--- config.mk ---
export PLATFORM = sky130hd
export DESIGN_NAME = mem_lane_fmt
export DESIGN_NICKNAME = d
export VERILOG_FILES = /design/src/rtl/lsu_fmt_pkg.sv /design/src/rtl/lsu_ea_calc.sv /design/src/rtl/lsu_store_lanes.sv /design/src/rtl/lsu_load_extract.sv /design/src/rtl/mem_lane_fmt.sv
export SDC_FILE = /design/constraint.sdc
export NUM_CORES = 1
export LEC_CHECK = 0
export BUFFER_PORTS_ARGS = -buffer_cell sky130_fd_sc_hd__buf_2
export CAP_MARGIN = 10
export CORE_UTILIZATION = 30
export DETAILED_ROUTE_END_ITERATION = 6
export PLACE_DENSITY = 0.51
export SLEW_MARGIN = 20
export SYNTH_ARGS = -nofsm -noshare
export SYNTH_HDL_FRONTEND = slang
export SYNTH_HIERARCHICAL = 1
export SYNTH_SLANG_ARGS = --single-unit
--- constraint.sdc ---
create_clock -name clk -period 2.3 [get_ports clk]
set_input_delay 0.115 -clock clk [delete_from_list [all_inputs] [get_ports clk]]
set_output_delay 0.115 -clock clk [all_outputs]
set_load 0.05 [all_outputs]
--- src/rtl/lsu_fmt_pkg.sv ---
package lsu_fmt_pkg;

  typedef enum logic [1:0] {
    SZ_BYTE = 2'b00,
    SZ_HALF = 2'b01,
    SZ_WORD = 2'b10,
    SZ_WALT = 2'b11
  } acc_size_e;

  // Alignment rule: halfword needs even address, word needs lane 0.
  function automatic logic misaligned(input acc_size_e sz, input logic [1:0] lo);
    case (sz)
      SZ_BYTE: misaligned = 1'b0;
      SZ_HALF: misaligned = lo[0];
      default: misaligned = |lo;
    endcase
  endfunction

endpackage

--- src/rtl/lsu_ea_calc.sv ---
module lsu_ea_calc #(
  parameter int AW = 32,
  parameter int OW = 16
) (
  input  logic [AW-1:0] base,
  input  logic [OW-1:0] disp,
  output logic [AW-1:0] ea
);
  localparam int EXT = AW - OW;

  always_comb begin
    ea = base + {{EXT{disp[OW-1]}}, disp};
  end
endmodule

--- src/rtl/lsu_store_lanes.sv ---
module lsu_store_lanes
  import lsu_fmt_pkg::*;
#(
  parameter int DW = 32
) (
  input  acc_size_e                    size,
  input  logic [$clog2(DW/8)-1:0]      lane,
  input  logic [DW-1:0]                sdata,
  output logic [DW/8-1:0]              be,
  output logic [DW-1:0]                wdata
);
  localparam int LANES = DW / 8;
  localparam int LB    = $clog2(LANES);

  logic [DW/8-1:0] be_byte, be_half;

  // Big-endian: lane i drives enable bit LANES-1-i.
  generate
    for (genvar i = 0; i < LANES; i++) begin : g_lane
      assign be_byte[LANES-1-i] = (lane == LB'(i));
      assign be_half[LANES-1-i] = (lane[LB-1:1] == (LB-1)'(i / 2));
    end
  endgenerate

  always_comb begin
    case (size)
      SZ_BYTE: begin
        be    = be_byte;
        wdata = {LANES{sdata[7:0]}};
      end
      SZ_HALF: begin
        be    = be_half;
        wdata = {(LANES/2){sdata[15:0]}};
      end
      default: begin
        be    = '1;
        wdata = sdata;
      end
    endcase
  end
endmodule

--- src/rtl/lsu_load_extract.sv ---
module lsu_load_extract
  import lsu_fmt_pkg::*;
#(
  parameter int DW = 32
) (
  input  acc_size_e                    size,
  input  logic [$clog2(DW/8)-1:0]      lane,
  input  logic                         zext,
  input  logic [DW-1:0]                rdata,
  output logic [DW-1:0]                data
);
  localparam int LANES = DW / 8;
  localparam int LB    = $clog2(LANES);

  logic [7:0]    lane_byte [LANES];
  logic [7:0]    b_sel;
  logic [15:0]   h_sel;
  logic [LB-1:0] h_lo;

  generate
    for (genvar i = 0; i < LANES; i++) begin : g_split
      assign lane_byte[i] = rdata[DW-1-8*i -: 8];
    end
  endgenerate

  always_comb begin
    h_lo  = lane | LB'(1);
    b_sel = lane_byte[lane];
    h_sel = {lane_byte[{lane[LB-1:1], 1'b0}], lane_byte[h_lo]};
    case (size)
      SZ_BYTE: data = {{(DW-8){~zext & b_sel[7]}}, b_sel};
      SZ_HALF: data = {{(DW-16){~zext & h_sel[15]}}, h_sel};
      default: data = rdata;
    endcase
  end
endmodule

--- src/rtl/mem_lane_fmt.sv ---
module mem_lane_fmt
  import lsu_fmt_pkg::*;
#(
  parameter int AW = 32,
  parameter int DW = 32,
  parameter int OW = 16
) (
  input  logic                 clk,
  input  logic                 rst,
  input  logic                 req_valid,
  input  logic                 req_store,
  input  logic [1:0]           req_size,
  input  logic                 req_zext,
  input  logic [AW-1:0]        req_base,
  input  logic [OW-1:0]        req_disp,
  input  logic [DW-1:0]        req_sdata,
  input  logic                 mem_rvalid,
  input  logic [DW-1:0]        mem_rdata,
  output logic                 mem_req,
  output logic                 mem_we,
  output logic [AW-3:0]        mem_waddr,
  output logic [DW/8-1:0]      mem_be,
  output logic [DW-1:0]        mem_wdata,
  output logic                 addr_err,
  output logic [AW-1:0]        bad_addr,
  output logic                 ld_valid,
  output logic [DW-1:0]        ld_data
);
  localparam int LANES = DW / 8;
  localparam int LB    = $clog2(LANES);

  acc_size_e       size_c;
  logic [AW-1:0]   ea;
  logic [LB-1:0]   lane_c;
  logic            mis_c, go_c;
  logic [LANES-1:0] be_c;
  logic [DW-1:0]   wdata_c, ext_c;

  acc_size_e       ctx_size;
  logic [LB-1:0]   ctx_lane;
  logic            ctx_zext;

  assign size_c = acc_size_e'(req_size);
  assign lane_c = ea[LB-1:0];
  assign mis_c  = misaligned(size_c, 2'(ea[1:0]));
  assign go_c   = req_valid & ~mis_c;

  lsu_ea_calc #(.AW(AW), .OW(OW)) u_ea (
    .base (req_base),
    .disp (req_disp),
    .ea   (ea)
  );

  lsu_store_lanes #(.DW(DW)) u_st (
    .size  (size_c),
    .lane  (lane_c),
    .sdata (req_sdata),
    .be    (be_c),
    .wdata (wdata_c)
  );

  lsu_load_extract #(.DW(DW)) u_ld (
    .size  (ctx_size),
    .lane  (ctx_lane),
    .zext  (ctx_zext),
    .rdata (mem_rdata),
    .data  (ext_c)
  );

  always_ff @(posedge clk) begin
    if (rst) begin
      mem_req   <= 1'b0;
      mem_we    <= 1'b0;
      mem_waddr <= '0;
      mem_be    <= '0;
      mem_wdata <= '0;
      addr_err  <= 1'b0;
      bad_addr  <= '0;
      ld_valid  <= 1'b0;
      ld_data   <= '0;
      ctx_size  <= SZ_WORD;
      ctx_lane  <= '0;
      ctx_zext  <= 1'b0;
    end else begin
      mem_req   <= go_c;
      mem_we    <= go_c & req_store;
      mem_waddr <= go_c ? ea[AW-1:2] : '0;
      mem_be    <= go_c ? be_c : '0;
      mem_wdata <= (go_c & req_store) ? wdata_c : '0;
      addr_err  <= req_valid & mis_c;
      if (req_valid && mis_c) bad_addr <= ea;
      if (go_c && !req_store) begin
        ctx_size <= size_c;
        ctx_lane <= lane_c;
        ctx_zext <= req_zext;
      end
      ld_valid <= mem_rvalid;
      if (mem_rvalid) ld_data <= ext_c;
    end
  end

  AST_ERR_BLOCKS_ACCESS: assert property (@(posedge clk) disable iff (rst)
    addr_err |-> (mem_be == '0) && !mem_req && !mem_we);
  AST_ERR_FROM_REQUEST: assert property (@(posedge clk) disable iff (rst)
    addr_err |-> $past(req_valid));
  AST_REQ_FROM_VALID: assert property (@(posedge clk) disable iff (rst)
    mem_req |-> $past(req_valid) && !addr_err);
  AST_IDLE_QUIET: assert property (@(posedge clk) disable iff (rst)
    !req_valid |=> !mem_req && !addr_err);
  AST_BE_SHAPE: assert property (@(posedge clk) disable iff (rst)
    mem_req |-> ($countones(mem_be) == 1) || (mem_be == 4'b1100) ||
                (mem_be == 4'b0011) || (mem_be == 4'b1111));
  AST_WE_NEEDS_REQ: assert property (@(posedge clk) disable iff (rst)
    mem_we |-> mem_req && (mem_be != '0));
  AST_LD_PULSE: assert property (@(posedge clk) disable iff (rst)
    ld_valid |-> $past(mem_rvalid));
  AST_BYTE_ZEXT: assert property (@(posedge clk) disable iff (rst)
    ld_valid && $past(ctx_size == SZ_BYTE && ctx_zext)
      |-> ld_data[DW-1:8] == '0);
  AST_BAD_ADDR_HOLD: assert property (@(posedge clk) disable iff (rst)
    !addr_err |-> $stable(bad_addr));
endmodule

==> results.md <==
* Outcome: complete, no violations
* Crit path to: bad_addr[26]
* Synth area leaders: dfxtp_1 (36%), a21oi_1 (6.3%), mux2i_1 (5.4%)
* Post-CTS Setup Bufs at 0
* Clock skew at 0.006157 ns
* Crit path max-delay family: compound AO/OA/AOI/OAI gates
* Worst-margin pin slew at 0.8809 ns
* Io pins at 254
* Worst-Skew Late Latency at 0.42 ns
* Avg Cell Area, Syn at 9.179 sq um
* PwrDens at 764.0 mW/mm^2
* CP Cell Sequence: buf_2 > ha_1 > fa_1 > a21o_1 > a31o_2 > nand3_1 > o221ai_1 > a311oi_1 > o21bai_1 > xor2_1 > nand4_1 > a21oi_1
* Max_cap viols at 0
* Commonest non-fill, non-tap cell in the layout: buf_2
* Post-Route WL at 25940 um
* Vias at 7556
* CP max stage delay at 0.39 ns
* Number of buffers created by CTS at 17
* Max_slew headroom at 41.27%
* Synthesis-to-layout area growth at 34.77%
* Required @ worst endpoint at 2.64 ns
* Synth area leader: dfxtp_1
* Post-Synthesis Cells at 844
* Flop2flop setup slack at 0.43 ns
* Crit path from: req_base[0]
* # diodes at 0
* Reg2Reg Depth at 6
* R2R Path End: ld_data[1]
* Hold Path Class: in2reg
* Most used DFF post-synth: dfxtp_1
* Avg WL per Cell at 17.52 um
* Slowest library cell on the worst path: fa_1
* Distinct cells, synth at 74
* Sink Count at 139
* Via-per-instance ratio at 5.102
* Register area share after synthesis at 35.92%
* First-pass GRT wire length at 40000 um
* Pin count of the biggest net entering global routing at 72
* Root buffer cell: clkbuf_16
* Total Power at 7977 uW
* PnR worst setup slack at 0.1162 ns
* DRT iter0 DRCs at 553
* Initial core utilization at 30.68%
* # DRC at 0
* Endpoints failing setup at 0
* WP depth at 12
* Rows at 58
* Period minus WS final at 2.184 ns
* RSZ-0062 raised after global routing: yes
* FFs w/ async S/R, synth at 0%
* Post-synth EDFFs at 0
* Critical path buffers and inverters at 1
* Clock-pin slew on the worst setup and hold paths at 0.06 ns
* Die area at 0.02647 sq mm
* Aggregate global routing overflow at 0
* Crit path launch type: input pin
* Final Slew Violations at 0
* Worst r2r src: ctx_lane[1]
* CTS tree: yes
* Horiz. Die Dim at 162.7 um
* Post-Syn Nets at 996
* Vias in the first global route at 7169
* Crit Path Max Fanout at 4
* Cell Area, Synth at 0.007747 sq mm
* VDD IR max at 0.3706 mV
* # H-tree levels at 4
* Clk buf depth at 2
* Initial antenna violation count at 0
* DR pass1 iterations at 5
* Routability cong. at 0.8363
* Min Hold Slack at 0.02092 ns
* Leak at 0.005081 uW
* Gr usage total at 19.42%
* Critical setup path kind: in2reg
* Worst EP arrival at 2.53 ns
* Most frequent cells in the layout: buf_2 (252), dfxtp_1 (139), a21oi_1 (97)
* F_max at 0.4579 GHz
* Final Hold Fails at 0
* Port Buffers at 253
* Layout net count at 1290
* Synth warnings at 6
* Setup WS pre-CTS at -0.3426 ns
* Synth Register Bits at 139
* Synth top area share at 35.92%
* HPWL Detailed at 18830 um
* Final worst-path cycle share at 94.95%
* Die Ht at 162.7 um
* DRT antenna net count at 0
* Core area at 0.02525 sq mm
* CP Capture Type: flip-flop
* Layout cells sized above 1 at 38.14%
[timing repair]
action,CTS,global route
setup endpoints to repair,0,3
hold endpoints to repair,6,0
gates resized for setup,0,2
hold buffers,6,0
[metrics by stage]
step                      std cells  util [%]  TNS [ns]  area (sq um)
after floorplan                 844         -         0          7747
after global placement         1443     38.53    -3.392          9729
after detailed placement       1443     38.53    -3.835          9729
after CTS                      1481     41.33         0         10440
after global routing           1481     41.34  -0.01523         10440
final                          1481     41.34         0         10440
[worst min path at each step]
stage	cells past startpoint	endpoint	slack, ns	from
floorplan	1	ctx_size[1]	0.25	req_size[1]
global placement	2	mem_wdata[1]	0.40	req_sdata[1]
detailed placement	2	mem_wdata[1]	0.39	req_sdata[1]
CTS	2	mem_wdata[6]	0.005	req_sdata[6]
global route	2	mem_wdata[6]	0.02	req_sdata[6]
finish	2	mem_wdata[5]	0.02	req_sdata[5]
[power by group]
part / internal [uW] / total (uW) / switching [uW] / leakage, uW
sequential: 2560 / 2630 / 71.7 / 0.00113
combinational: 833 / 2280 / 1450 / 0.00364
clock: 1930 / 3060 / 1130 / 0.000311
total: 5320 / 7980 / 2650 / 0.00508
[kinds of logic (layout without fill, tap and decap cells)]
group | after synthesis | count (layout) | share of synthesized area (%)
AO/OA/AOI/OAI | 257 | 257 | 23.45
XOR/XNOR | 28 | 28 | 3.165
adder cells (fa/ha/maj) | 32 | 32 | 5.265
buffers and inverters | 87 | 394 | 6.121
flip-flops | 139 | 139 | 35.92
multiplexers | 67 | 67 | 9.496
AND/OR/NAND/NOR | 234 | 234 | 16.59
[area by class of cell]
class | count | area (sq um)
clock inverter | 14 | 219.0
fill | 2570 | 14810
multi-input combinational | 618 | 4492
inverter | 9 | 33.78
sequential | 139 | 2783
tap | 330 | 412.9
clock buffer | 18 | 429.2
timing repair buffer | 353 | 2072
[per-layer routing]
layer / up-vias / wire [um] / part of all wire, % / global-route usage [%]
li1: 3695 / - / - / -
met1: 3586 / 11820 / 46 / 25.39
met2: 250 / 12370 / 48 / 32.05
met3: 25 / 1311 / 5.1 / 3.820
met4: 0 / 436 / 1.7 / 5.905
met5: - / 0 / 0 / 0
[registers in the layout (all words and copies together) (netlist names), 2 cells and up]
signal	cells
mem_wdata	32
mem_be	4
ctx_lane	2
mem_waddr	30
bad_addr	32
ctx_size	2
ld_data	32
[cell usage after synthesis, types with 3 or more instances]
| master | n |
|---|---|
| buf_1 | 4 |
| mux2_4 | 9 |
| dfxtp_1 | 139 |
| clkbuf_1 | 31 |
| and2_1 | 36 |
| a211oi_1 | 3 |
| o221ai_2 | 3 |
| xnor2_1 | 13 |
| clkbuf_2 | 3 |
| nor2_1 | 48 |
| a21oi_1 | 97 |
| a21oi_4 | 3 |
| nand2b_1 | 3 |
| xor2_1 | 15 |
| o22a_1 | 14 |
| nor3_1 | 5 |
| nor2b_1 | 3 |
| mux2_2 | 16 |
| o21a_1 | 3 |
| buf_6 | 9 |
| a31oi_1 | 3 |
| o211ai_1 | 5 |
| inv_1 | 7 |
| nand2_1 | 35 |
| or2_2 | 4 |
| o21ai_2 | 9 |
| o221ai_1 | 7 |
| and3_1 | 33 |
| buf_2 | 19 |
| a22oi_1 | 9 |
| ha_1 | 31 |
| o21bai_1 | 7 |
| nand4_1 | 38 |
| mux2i_1 | 42 |
| nand3_1 | 12 |
| a21o_1 | 22 |
| o21ai_0 | 15 |
| buf_4 | 11 |
| o31ai_1 | 35 |
Note: power is estimated with default switching activity, not from simulation.
